==> src/rtl/divu_pkg.sv <==
package divu_pkg;

    localparam int unsigned IDX_W = 7;

    // word indices (byte offset >> 2)
    localparam logic [IDX_W-1:0] IDX_DIVISOR = 7'h40;
    localparam logic [IDX_W-1:0] IDX_DVD32   = 7'h41;
    localparam logic [IDX_W-1:0] IDX_BUSY    = 7'h42;
    localparam logic [IDX_W-1:0] IDX_HIGH    = 7'h44;
    localparam logic [IDX_W-1:0] IDX_LOW     = 7'h45;
    localparam logic [IDX_W-1:0] IDX_REM_M   = 7'h46;
    localparam logic [IDX_W-1:0] IDX_QUO_M   = 7'h47;

    typedef struct packed {
        logic divisor;
        logic dvd32;
        logic high;
        logic low;
        logic rem_m;
        logic quo_m;
    } wr_sel_t;

endpackage

==> src/rtl/divu_decode.sv <==
module divu_decode
    import divu_pkg::*;
(
    input  logic             sel_i,
    input  logic             we_i,
    input  logic [IDX_W-1:0] idx_i,
    output wr_sel_t          wr_o
);

    logic wr_en;

    always_comb begin
        wr_en      = sel_i & we_i;
        wr_o       = '0;
        wr_o.divisor = wr_en && (idx_i == IDX_DIVISOR);
        wr_o.dvd32   = wr_en && (idx_i == IDX_DVD32);
        wr_o.high    = wr_en && (idx_i == IDX_HIGH);
        wr_o.low     = wr_en && (idx_i == IDX_LOW);
        wr_o.rem_m   = wr_en && (idx_i == IDX_REM_M);
        wr_o.quo_m   = wr_en && (idx_i == IDX_QUO_M);
    end

endmodule

==> src/rtl/divu_core.sv <==
module divu_core #(
    parameter int unsigned DATA_W = 32
) (
    input  logic                  clk,
    input  logic                  rst_n,
    input  logic                  start_i,
    input  logic                  long_i,
    input  logic [2*DATA_W-1:0]   dvd_i,
    input  logic [DATA_W-1:0]     dsr_i,
    output logic                  busy_o,
    output logic                  done_o,
    output logic [DATA_W-1:0]     quo_o,
    output logic [DATA_W-1:0]     rem_o
);

    localparam int unsigned DVD_W = 2 * DATA_W;
    localparam int unsigned CNT_W = $clog2(DVD_W);
    localparam logic [CNT_W-1:0] LAST_SHORT = CNT_W'(DATA_W - 1);
    localparam logic [CNT_W-1:0] LAST_LONG  = CNT_W'(DVD_W - 1);

    typedef struct packed {
        logic              busy;
        logic [CNT_W-1:0]  cnt;
        logic [CNT_W-1:0]  last;
        logic [DATA_W-1:0] rem;
        logic [DVD_W-1:0]  dvd;
        logic [DATA_W-1:0] dsr;
    } core_t;

    core_t s_d, s_q;

    logic [DATA_W:0]   shifted;
    logic [DATA_W:0]   diff;
    logic              fits;
    logic [DATA_W-1:0] rem_step;
    logic [DVD_W-1:0]  dvd_step;

    // one restoring step: shift in the next dividend bit, try to subtract
    always_comb begin
        shifted  = {s_q.rem, s_q.dvd[DVD_W-1]};
        diff     = shifted - {1'b0, s_q.dsr};
        fits     = ~diff[DATA_W];
        rem_step = fits ? diff[DATA_W-1:0] : shifted[DATA_W-1:0];
        dvd_step = {s_q.dvd[DVD_W-2:0], fits};
    end

    always_comb begin
        s_d    = s_q;
        done_o = 1'b0;
        if (start_i) begin
            s_d.busy = 1'b1;
            s_d.cnt  = '0;
            s_d.last = long_i ? LAST_LONG : LAST_SHORT;
            s_d.rem  = '0;
            s_d.dvd  = long_i ? dvd_i : {dvd_i[DATA_W-1:0], {DATA_W{1'b0}}};
            s_d.dsr  = dsr_i;
        end else if (s_q.busy) begin
            s_d.rem = rem_step;
            s_d.dvd = dvd_step;
            s_d.cnt = s_q.cnt + 1'b1;
            if (s_q.cnt == s_q.last) begin
                s_d.busy = 1'b0;
                done_o   = 1'b1;
            end
        end
    end

    always_ff @(posedge clk) begin
        if (!rst_n) s_q <= '0;
        else        s_q <= s_d;
    end

    assign busy_o = s_q.busy;
    assign quo_o  = dvd_step[DATA_W-1:0];
    assign rem_o  = rem_step;

    // an accepted start always leaves the engine running
    assert_start_sets_busy_R7: assert property (@(posedge clk) disable iff (!rst_n)
        start_i |=> busy_o);

    // the step counter never passes the selected length
    assert_step_bound_R2: assert property (@(posedge clk) disable iff (!rst_n)
        s_q.busy |-> (s_q.cnt <= s_q.last));

    // completion drops busy on the next cycle
    assert_done_ends_busy_R3: assert property (@(posedge clk) disable iff (!rst_n)
        done_o |=> !busy_o);

endmodule

==> src/rtl/divu_regs.sv <==
module divu_regs
    import divu_pkg::*;
#(
    parameter int unsigned DATA_W = 32
) (
    input  logic                 clk,
    input  logic                 rst_n,
    input  wr_sel_t              wr_i,
    input  logic [DATA_W-1:0]    wdata_i,
    input  logic [IDX_W-1:0]     idx_i,
    input  logic                 busy_i,
    input  logic                 done_i,
    input  logic [DATA_W-1:0]    quo_i,
    input  logic [DATA_W-1:0]    rem_i,
    output logic                 start_o,
    output logic                 long_o,
    output logic [2*DATA_W-1:0]  dvd_o,
    output logic [DATA_W-1:0]    dsr_o,
    output logic [DATA_W-1:0]    rdata_o
);

    typedef struct packed {
        logic [DATA_W-1:0] divisor;
        logic [DATA_W-1:0] dvd32;
        logic [DATA_W-1:0] high;
        logic [DATA_W-1:0] low;
        logic [DATA_W-1:0] rem_m;
        logic [DATA_W-1:0] quo_m;
    } regs_t;

    regs_t r_d, r_q;
    logic  start_hit;
    logic  dsr_zero;

    always_comb begin
        start_hit = wr_i.dvd32 | wr_i.low;
        dsr_zero  = (r_q.divisor == '0);
        start_o   = start_hit & ~dsr_zero;
        long_o    = wr_i.low;
        dvd_o     = wr_i.low ? {r_q.high, wdata_i} : {{DATA_W{1'b0}}, wdata_i};
        dsr_o     = r_q.divisor;
    end

    always_comb begin
        r_d = r_q;
        if (wr_i.divisor) r_d.divisor = wdata_i;
        if (wr_i.dvd32)   r_d.dvd32   = wdata_i;
        if (wr_i.high)    r_d.high    = wdata_i;
        if (wr_i.low)     r_d.low     = wdata_i;
        if (wr_i.rem_m)   r_d.rem_m   = wdata_i;
        if (wr_i.quo_m)   r_d.quo_m   = wdata_i;
        // engine results take precedence over a same-cycle software write
        if (done_i) begin
            r_d.high  = rem_i;
            r_d.rem_m = rem_i;
            r_d.low   = quo_i;
            r_d.quo_m = quo_i;
        end
    end

    always_ff @(posedge clk) begin
        if (!rst_n) r_q <= '0;
        else        r_q <= r_d;
    end

    always_comb begin
        case (idx_i)
            IDX_DIVISOR: rdata_o = r_q.divisor;
            IDX_DVD32:   rdata_o = r_q.dvd32;
            IDX_BUSY:    rdata_o = {{(DATA_W-1){1'b0}}, busy_i};
            IDX_HIGH:    rdata_o = r_q.high;
            IDX_LOW:     rdata_o = r_q.low;
            IDX_REM_M:   rdata_o = r_q.rem_m;
            IDX_QUO_M:   rdata_o = r_q.quo_m;
            default:     rdata_o = '0;
        endcase
    end

    // a start with zero divisor on an idle engine leaves it idle
    assert_zero_divisor_idle_R5: assert property (@(posedge clk) disable iff (!rst_n)
        (start_hit && dsr_zero && !busy_i) |=> !busy_i);

    // a zero-divisor short start touches no result register
    assert_zero_divisor_keeps_R5: assert property (@(posedge clk) disable iff (!rst_n)
        (wr_i.dvd32 && dsr_zero && !busy_i) |=>
            ($stable(r_q.high) && $stable(r_q.low) && $stable(r_q.rem_m) && $stable(r_q.quo_m)));

    // after completion both copies agree
    assert_mirror_match_R4: assert property (@(posedge clk) disable iff (!rst_n)
        done_i |=> (r_q.high == r_q.rem_m && r_q.low == r_q.quo_m));

endmodule

==> src/rtl/divu_mmio.sv <==
module divu_mmio
    import divu_pkg::*;
#(
    parameter int unsigned DATA_W = 32
) (
    input  logic              clk,
    input  logic              rst_n,
    input  logic              bus_sel,
    input  logic              bus_we,
    input  logic [IDX_W-1:0]  bus_addr,
    input  logic [DATA_W-1:0] bus_wdata,
    output logic [DATA_W-1:0] bus_rdata,
    output logic              div_busy
);

    wr_sel_t             wr;
    logic                start;
    logic                long_op;
    logic [2*DATA_W-1:0] dvd;
    logic [DATA_W-1:0]   dsr;
    logic                done;
    logic [DATA_W-1:0]   quo;
    logic [DATA_W-1:0]   rem;

    divu_decode u_decode (
        .sel_i (bus_sel),
        .we_i  (bus_we),
        .idx_i (bus_addr),
        .wr_o  (wr)
    );

    divu_regs #(.DATA_W(DATA_W)) u_regs (
        .clk     (clk),
        .rst_n   (rst_n),
        .wr_i    (wr),
        .wdata_i (bus_wdata),
        .idx_i   (bus_addr),
        .busy_i  (div_busy),
        .done_i  (done),
        .quo_i   (quo),
        .rem_i   (rem),
        .start_o (start),
        .long_o  (long_op),
        .dvd_o   (dvd),
        .dsr_o   (dsr),
        .rdata_o (bus_rdata)
    );

    divu_core #(.DATA_W(DATA_W)) u_core (
        .clk     (clk),
        .rst_n   (rst_n),
        .start_i (start),
        .long_i  (long_op),
        .dvd_i   (dvd),
        .dsr_i   (dsr),
        .busy_o  (div_busy),
        .done_o  (done),
        .quo_o   (quo),
        .rem_o   (rem)
    );

endmodule

==> config.mk <==
export PLATFORM = sky130hd
export DESIGN_NAME = divu_mmio
export DESIGN_NICKNAME = d
export VERILOG_FILES = /design/src/rtl/divu_pkg.sv /design/src/rtl/divu_decode.sv /design/src/rtl/divu_core.sv /design/src/rtl/divu_regs.sv /design/src/rtl/divu_mmio.sv
export SDC_FILE = /design/constraint.sdc
export NUM_CORES = 1
export LEC_CHECK = 0
export BUFFER_PORTS_ARGS = -buffer_cell sky130_fd_sc_hd__buf_2
export CAP_MARGIN = 5
export CORE_UTILIZATION = 50
export DETAILED_ROUTE_END_ITERATION = 12
export PLACE_DENSITY = 0.7
export SLEW_MARGIN = 20
export SYNTH_ARGS = -nofsm -noshare
export SYNTH_HDL_FRONTEND = slang
export SYNTH_SLANG_ARGS = --single-unit
==> constraint.sdc <==
create_clock -name clk -period 4.4 [get_ports clk]
set_input_delay 0.44 -clock clk [delete_from_list [all_inputs] [get_ports clk]]
set_output_delay 0.44 -clock clk [all_outputs]
set_load 0.02 [all_outputs]
---- Word level (Yosys, flattened, before mapping) ----
Cells that the tools add are included.
storage, ports and cells
  output and inout bits ................... 33
  logic and storage cells ................. 59
  input bits .............................. 43
  register bits ........................... 333
cells by class
  multiplexer cells ....................... 18
  equality and inequality tests ........... 8
  bitwise operators ....................... 6
  add/subtract/negate cells ............... 2
  reductions and logical operators ........ 13
operator list
  operator             number
  $mux 64              4
  $pmux 32 s7          1
  $mux 32              5
  $mux 128             1
  $eq 7x7->1 const B   7
  $sub 33x32->33       1
  $logic_not 32->1     1
  $mux 7               2
  $reduce_bool 2->1    5
  $add 6x1->6 const B  1
  $eq 6x6->1           1
  $logic_and 1x1->1    6
  $mux 6               1
  $mux 1               4
  $not 1->1            3
  $and 1x1->1          2
  $reduce_or 2->1      1
  $or 1x1->1           1

---- Logic depth before layout (Yosys ltp) ----
Gate-level depths: netlist (run 1).
  word-level depth ........................ 6
  depth in mapped cells ................... 12
  depth with buffers taken out ............ 11

---- Modules after synthesis ----
From an unflattened synthesis (run 1), not the netlist that was laid out.
unflattened totals
  cell total of the unflattened synthesis .. 2064
  area total of the unflattened synthesis .. 18705.4 µm²
modules (own cells, without submodules)
  module       cells each  area each (µm²)  instances  seq. area each (µm²)
  divu_regs    1023        9699.3           1          3843.7
  divu_core    1030        8903.5           1          2742.6
  divu_decode  11          102.6            1          0.0

---- Worst setup path after synthesis (run 1) ----
OpenSTA, ideal clock, no wires.
  path type ............................... reg2reg
  from .................................... reg u_core.s_q[95] (netlist name)
  to ...................................... reg u_regs.r_q[103] (netlist name)
  library setup time ...................... 0.133 ns
  data arrival time ....................... 2.686 ns
  cell stages (with the launch flop) ...... 13
  period minus slack after synthesis ...... 2.818 ns
  path slack .............................. 1.582 ns
  required time ........................... 4.267 ns
  path buffers ............................ 1
  cells stage by stage .................... dfxtp_1 > inv_1 > ha_1 > fa_1 > nor2b_1 > o2111ai_1 > and3b_1 > o311ai_4 > nand3_1 > nand3_2 > buf_4 > mux2i_1 > a21oi_1
between the ends
  longest elaborated chain between the ends .. 3
RTL lines
  item                    RTL line         text
  from (decl)             divu_core.sv:30  core_t s_d, s_q;
  from (signal assigned)  divu_core.sv:69  if (!rst_n) s_q <= '0;
  from (signal assigned)  divu_core.sv:70  else s_q <= s_d;
  $sub 33x32->33          divu_core.sv:41  diff = shifted - {1'b0, s_q.dsr};
  $mux 32                 divu_core.sv:43  rem_step = fits ? diff[DATA_W-1:0] : shifted[DATA_W-1:0];
  $mux 128                divu_regs.sv:53  if (done_i) begin
  to (signal assigned)    divu_regs.sv:63  else r_q <= r_d;
  to (decl)               divu_regs.sv:31  regs_t r_d, r_q;
Every way passes these cells.
A chain may end at the register's enable or synchronous reset.

---- Final worst setup path (run 1) ----
  from .................................... reg u_core.s_q[95] (netlist name)
  to ...................................... reg u_regs.r_q[56] (netlist name)
The elaborated chain is that of the path after synthesis.

==> impl_results.md, run 1 <==
* Cell taking the most area after synthesis: dfxtp_1
* Crit path DAT at 4.54 ns
* CP Buf/Inv Count at 3
* GRT busiest layer: met2
* Cts hold-fix bufs at 0
* Post-CTS Repair Setup Buffers at 0
* Diode count at 0
* Largest family of logic cells by synthesized area: compound AO/OA/AOI/OAI gates
* Worst reg-to-reg setup slack at 0.23 ns
* Synthesis Warnings at 0
* Slowest stage delay, CP at around 0.7 ns
* Fin crit share at 94.8%
* CP delay by family, top: compound AO/OA/AOI/OAI gates
* Final Cell Area at 19400 um^2
* Syn_nets at about 2400
* CTS Buf Count at 36
* DR iter-0 viols at 1738
* Share of the synthesized area in the top cell type at 37.1%
* Synth Area in Adders at under 10%
* GR Overflow Total at 0
* DP Area at 18200 um^2
* Crit Reg-Reg Endpoint: u_regs.r_q[56]$_SDFFE_PN0P_
* Clk network pwr share at 48.1%
* GPL Wtd Cong at 0.905
* GR Util met1 at roughly 44%
* Post-DP HPWL at ~40000 um
* Post-Synth XOR/XNOR Area at 1.28%
* Status: finished clean
* CP cell instances: inv_1 -> ha_1 -> fa_1 -> nor2b_1 -> o2111ai_1 -> and3b_1 -> o311ai_4 -> a21o_1 -> buf_4 -> nand3_2 -> buf_4 -> a211oi_1 -> a211oi_1
* HP Start: bus_wdata[17]
* Crit-path slowest cell: a211oi_1
* Worst vdd ir at roughly 0.27 mV
* Clock Sinks at 329
* Mean Syn Cell Area at 7.58 um^2
* CTS tree: yes
* Post-route DRC at 0
* Syn Inst Count at approximately 2300
* Sw Ratio at 23.1%
* Met3 usage at 4.84%
* Worst-Margin Slew at 1.09 ns
* Crit Path Class: reg -> reg
* RSZ-0062 raised after global routing: no
* Leak at 8.12 nW
* Die H at 191 um
* Worst Hold Class: in -> reg
* Post-synthesis compound-gate area fraction at 26.9%
* Met2 Usage GRT at 54.3%
* Final #Nets at ~2400
* Sequential element share of the synthesized area at 37.1%
* Hold Fails Final Rpt at 0
* Fin Clk Skew at between 0.02 and 0.025 ns
* Levels on crit path at 13
* Ys async rst share at 0%
* RR Startpoint: u_core.s_q[95]$_SDFFE_PN0P_
* First-pass GRT wire length at 96000 um
* Cell Area, Synth at 17800 um^2
* Logic gate share of total power at 3.2%
* Synthesis-stage register bit count at around 330
* Gr usage total at 33.6%
* Vias in the first global route at between 15000 and 20000
* Post-synthesis mux area share at roughly 4.8%
* Vias at 17700
* NetSw at ~1.4 mW
* Simple-gate portion of the synthesized area at 20.8%
* Via-to-Cell Ratio at 6.43
* Layout cells sized above 1 at 10.3%
* I/O Buffers at 75
* Setup violators final at 0
* R2r worst-path depth at 13
* Hold Slack at approximately 0.24 ns
* Worst skew pair latency at around 0.53 ns
* Final ANT Viol Nets at 0
* Crit path to: u_regs.r_q[56]$_SDFFE_PN0P_
* Crit Path Max Fanout at 29
* Drt pass-1 iters at 6
* Post-CTS sizing at 0
* Die X-Extent at 191 um
* Synth area leaders: dfxtp_1 37%, nand2_1 11%, a21oi_1 7.4%
* Internal at 4.71 mW
* H-Tree Depth at 2
* Startpoint types: flop
* Setup TNS at 0 ns
* P&R area growth vs syn at 8.99%
* Ys flop type: dfxtp_1
* Largest net degree at the start of global routing at around 110
* Post-route minimum period at 4.17 ns
* Max-slew violations at 0
* Area of the core at 34700 um^2
* Power Dens Cells at 316 nW/um^2
* F_max at approximately 240 MHz
* Clock slew at the register clock pins of the worst setup and hold paths at 0.06 ns
* FP Rows at 68
* Worst path required time at 4.77 ns
* Post-synth EDFFs at 0
* Synth cell types at 73
* Max Cap Viol at 0
* WL final at a little over 60000 um
* Max Buffers Root-to-Sink at 3
* Initial antenna violation count at 1
* Worst Setup End Kind: flop
* Avg WL per Cell at between 20 and 25 um
* I/O pins at 76
* Seq pwr share at 48.8%
* Initial core utilization at 51.2%
* Slew HR at 27.1%
* Clk Tree Root Cell: clkbuf_16
* Crit path launch: u_core.s_q[95]$_SDFFE_PN0P_
* Area of the die at 36300 um^2
## placed cells by master, fill, tap and decap left out, types with 18 or more instances in the layout
cell type | Yosys | final
a211oi_1 | 89 | 89
a21oi_1 | 262 | 261
a221o_1 | 34 | 34
a22oi_1 | 32 | 32
a311oi_1 | 50 | 50
a31oi_1 | 18 | 18
buf_2 | 37 | 74
buf_4 | 9 | 43
clkbuf_16 | 0 | 36
dfxtp_1 | 329 | 328
ha_1 | 33 | 33
inv_1 | 71 | 70
mux2_2 | 33 | 33
mux2i_1 | 48 | 48
nand2_1 | 539 | 539
nand3_1 | 67 | 66
nor2_1 | 115 | 110
nor2b_1 | 36 | 36
o211a_1 | 36 | 36
o211ai_1 | 33 | 33
o21ai_0 | 114 | 114
## synthesized netlist by cell type, types with 7 or more instances
cell type and instances:
a211oi_1 89, a21o_1 8, a21oi_1 262, a221o_1 34
a22oi_1 32, a311oi_1 50, a31oi_1 18, and3_1 12
and4_1 11, buf_1 7, buf_2 37, buf_4 9
clkbuf_1 169, dfxtp_1 329, ha_1 33, inv_1 71
mux2_2 33, mux2i_1 48, nand2_1 539, nand3_1 67
nand4_1 13, nor2_1 115, nor2b_1 36, nor3_1 10
nor4_1 13, o211a_1 36, o211ai_1 33, o21ai_0 114
xnor2_1 13, xor2_1 13
## cells by family (layout without fill, tap and decap cells)
family / count (synthesis) / in the layout
muxes: 81 / 81
AOI/OAI and AO/OA: 725 / 725
DFF: 329 / 329
buffers and inverters: 296 / 254
and+or+nand+nor: 853 / 853
xor gates and xnor gates: 26 / 26
adders and majority gates: 34 / 34
## state kept, by name, summed over array words and instances (netlist names)
signal	count
u_core.s_q	73
u_core.dvd_step	32
u_core.quo_o	31
u_core.busy_o	1
u_regs.dsr_o	32
u_regs.r_q	160
## power by group through the flow
| stage | Sequential, mW | Clock [mW] | Combinational, mW |
|---|---|---|---|
| finish | 2.98 | 2.94 | 0.195 |
| global route | 2.98 | 3.08 | 0.204 |
| CTS | 2.98 | 2.96 | 0.189 |
| detailed placement | 3.05 | 0 | 0.188 |
| global placement | 3.05 | 0 | 0.187 |
| floorplan | 3.05 | 0 | 0.119 |
## metal layers
metal / up-vias / wire length, um
met3: 196 / 5380
met2: 913 / 28000
met4: 2 / 3090
li1: 8172 / -
met1: 8435 / 24900
met5: - / 10
## tightest hold or removal path, delay by kind of cell
kind                   cells  cell delay, ns
buffers and inverters      1            0.16
and+or+nand+nor            1            0.07
AOI/OAI and AO/OA          1            0.05
## cell type report
| type | instances | area, um^2 |
|---|---|---|
| fill | 3285 | 15400 |
| inverter | 72 | 275 |
| timing repair buffer | 120 | 753 |
| clock inverter | 7 | 56.3 |
| clock buffer | 55 | 1070 |
| multi-input combinational | 1719 | 10000 |
| tap | 455 | 569 |
| sequential | 329 | 6590 |
## worst min-delay path by stage
stage                                    to  slack [ns]  depth (start not counted)
6_report       u_regs.r_q[145]$_SDFFE_PN0P_        0.24                          3
5_1_grt        u_regs.r_q[136]$_SDFFE_PN0P_        0.24                          3
4_1_cts        u_regs.r_q[145]$_SDFFE_PN0P_        0.23                          3
3_5_place_dp   u_regs.r_q[135]$_SDFFE_PN0P_        0.44                          2
3_3_place_gp   u_regs.r_q[133]$_SDFFE_PN0P_        0.44                          2
2_1_floorplan  u_regs.r_q[128]$_SDFFE_PN0P_        0.43                          2
## stage by stage
step                      worst slack, ns  total power [mW]  cells  utilization (%)
after detailed placement            0.365              3.24   2695             52.5
final                               0.230              6.12   2757             55.8
after global routing                0.154              6.27   2757             55.8
after CTS                           0.357              6.13   2757             55.8
after floorplan                      1.58              3.17   2344                -
after global placement              0.370              3.24   2695             52.5
Power figures use the tool's default switching activity.
==> run 2, diff against run 1 <==
--- a/config.mk
+++ b/config.mk
@@ -8,8 +8,10 @@
 export BUFFER_PORTS_ARGS = -buffer_cell sky130_fd_sc_hd__buf_2
 export CAP_MARGIN = 5
 export CORE_UTILIZATION = 50
+export CTS_BUF_LIST = sky130_fd_sc_hd__clkbuf_8
 export DETAILED_ROUTE_END_ITERATION = 12
 export PLACE_DENSITY = 0.7
+export SKIP_CTS_REPAIR_TIMING = 1
 export SLEW_MARGIN = 20
 export SYNTH_ARGS = -nofsm -noshare
 export SYNTH_HDL_FRONTEND = slang
==> run 2 against run 1 <==
  * Clock power shrank 8.2%
  * Critical path depth stayed put
  * Design area down 0.19%
  * Combinational power about the same
  * Setup slack improved by 0.079 ns
  * Highest routed layer is now met4
==> impl_results.md, run 2 (same netlist as run 1, synthesis figures left out) <==
* Status: finished clean (unchanged)
* Die H at 191 um (unchanged)
* P&R area growth vs syn at 8.78% (was 8.99%)
* Final ANT Viol Nets at 0 (unchanged)
* Vias in the first global route at 17000 (was 16800)
* Fin Clk Skew at 0.0625 ns (was 0.0235 ns)
* I/O pins at 76 (unchanged)
* Levels on crit path at 13 (unchanged)
* WL final at 61400 um (about the same)
* Max FFs per register at 160 (unchanged)
* CTS tree: yes (unchanged)
* Setup violators final at 0 (unchanged)
* Area of the die at 36300 um^2 (unchanged)
* Worst vdd ir at 0.212 mV (was 0.267 mV)
* Initial core utilization at 51.2% (unchanged)
* Top reg by flops: u_regs.r_q (unchanged)
* H-Tree Depth at 2 (unchanged)
* Initial antenna violation count at 0 (was 1)
* Diode count at 0 (unchanged)
* CP delay by family, top: compound AO/OA/AOI/OAI gates (unchanged)
* F_max at 244 MHz (was 240 MHz)
* Worst-Margin Slew at 1.10 ns (was 1.09 ns)
* Final #Nets at 2373 (was 2355)
* Most frequent cells in the layout: 539 x nand2_1, 328 x dfxtp_1, 261 x a21oi_1 (unchanged)
* Layout cells sized above 1 at 11.1% (was 10.3%)
* Avg WL per Cell at 22.0 um (was 22.3 um)
* Crit-path slowest cell: a211oi_1 (unchanged)
* CP cell instances: inv_1 -> ha_1 -> fa_1 -> nor2b_1 -> o2111ai_1 -> and3b_1 -> o311ai_4 -> a21o_1 -> buf_4 -> nand3_2 -> buf_4 -> a211oi_1 -> a211oi_1 (unchanged)
* Via-to-Cell Ratio at 6.36 (was 6.43)
* Clk Tree Root Cell: clkbuf_8 (was clkbuf_16)
* Max Buffers Root-to-Sink at 3 (unchanged)
* Worst Setup End Kind: flop (unchanged)
* Worst Hold Class: in -> reg (unchanged)
* Clock slew at the register clock pins of the worst setup and hold paths at 0.06 ns (about the same)
* GPL Wtd Cong at 0.905 (unchanged)
* Post-DP HPWL at 40100 um (unchanged)
* CTS Buf Count at 54 (was 36)
* Power Dens Cells at 304 nW/um^2 (was 316 nW/um^2)
* Worst path required time at 4.85 ns (was 4.77 ns)
* Worst skew pair latency at 0.64 ns (was 0.53 ns)
* Max-slew violations at 0 (unchanged)
* Top flop regs: u_regs.r_q: 160 flops, u_core.s_q: 73 flops (unchanged)
* Vias at 17700 (about the same)
* Startpoint types: flop (unchanged)
* Dpl cells at 2695 (unchanged)
* Fin crit share at 93.0% (was 94.8%)
* Post-route DRC at 0 (unchanged)
* Setup TNS at 0 ns (unchanged)
* Leak at 8.20 nW (was 8.12 nW)
* WHS Path Cells at 3 (unchanged)
* Max Cap Viol at 0 (unchanged)
* Die X-Extent at 191 um (unchanged)
* Post-route minimum period at 4.09 ns (was 4.17 ns)
* Gr usage total at 33.6% (about the same)
* DR iter-0 viols at 1715 (was 1738)
* Area of the core at 34700 um^2 (unchanged)
* Hold Fails Final Rpt at 0 (unchanged)
* First-pass GRT wire length at 96000 um (about the same)
* Pwr Total at 5.88 mW (was 6.12 mW)
* I/O Buffers at 75 (unchanged)
* GR Overflow Total at 0 (unchanged)
* Non-filler instance count after layout at 2791 (was 2757)
* Crit path DAT at 4.55 ns (was 4.54 ns)
* CP Buf/Inv Count at 3 (unchanged)
* Clock Sinks at 329 (unchanged)
* Most common cell after layout, fill and taps aside: nand2_1 (unchanged)
* Slowest stage delay, CP at 0.65 ns (was 0.70 ns)
* Largest net degree at the start of global routing at 114 (unchanged)
* Crit Path Class: reg -> reg (unchanged)
* Slew HR at 26.4% (was 27.1%)
* R2r worst-path depth at 13 (unchanged)
* Drt pass-1 iters at 6 (unchanged)
* FP Rows at 68 (unchanged)
* RSZ-0062 raised after global routing: no (unchanged)
* Crit Path Max Fanout at 29 (unchanged)
[run 2: layout make-up]
class	instances	area, um^2
flip-flops and latches	329	6590
clock inverters	25	114
clock buffers	71	977
well taps	455	569
inverters	72	275
fillers	3298	15400
multi-input cells	1719	10000
repair buffers	120	753
[run 2: metrics by stage]
step | area, um^2 | util, % | hold slack (ns) | worst slack (ns)
after floorplan | 17800 | - | 0.434 | 1.58
after global placement | 18200 | 52.5 | 0.439 | 0.370
after detailed placement | 18200 | 52.5 | 0.444 | 0.365
after CTS | 19300 | 55.7 | 0.110 | 0.370
after global routing | 19300 | 55.7 | 0.130 | 0.162
final | 19300 | 55.7 | 0.126 | 0.309
[run 2: path summary, 6_finish.rpt]
| path | start | endpoint | slack (ns) |
|---|---|---|---|
| worst max-delay path | u_core.s_q[95]$_SDFFE_PN0P_ | u_regs.r_q[56]$_SDFFE_PN0P_ | 0.31 |
| worst min-delay path | bus_wdata[13] | u_regs.dsr_o[13]$_SDFFE_PN0P_ | 0.13 |
| worst max register to register | u_core.s_q[95]$_SDFFE_PN0P_ | u_regs.r_q[56]$_SDFFE_PN0P_ | 0.31 |
| worst min register to register | u_regs.r_q[135]$_SDFFE_PN0P_ | u_regs.r_q[135]$_SDFFE_PN0P_ | 0.45 |
[run 2: layer usage]
layer / wire length (um) / part of all wire (%) / vias to the layer above / GRT usage (%)
met5: 0 / 0 / - / 0
met4: 3010 / 4.9 / 0 / 16.6
met3: 5620 / 9.2 / 196 / 5.30
met2: 27800 / 45 / 938 / 54.4
met1: 25000 / 41 / 8382 / 43.4
li1: - / - / 8221 / -
[run 2: where the power goes]
part           internal (mW)  total (mW)  switching, mW
Clock                   1.44        2.70           1.26
Sequential              2.98        2.98        0.00227
Combinational         0.0413       0.195          0.154
[run 2: tightest hold or removal path: cells and delay by family]
family	cells	cell delay, ns
AO/OA/AOI/OAI	1	0.05
AND/OR/NAND/NOR	1	0.07
buffers and inverters	1	0.16
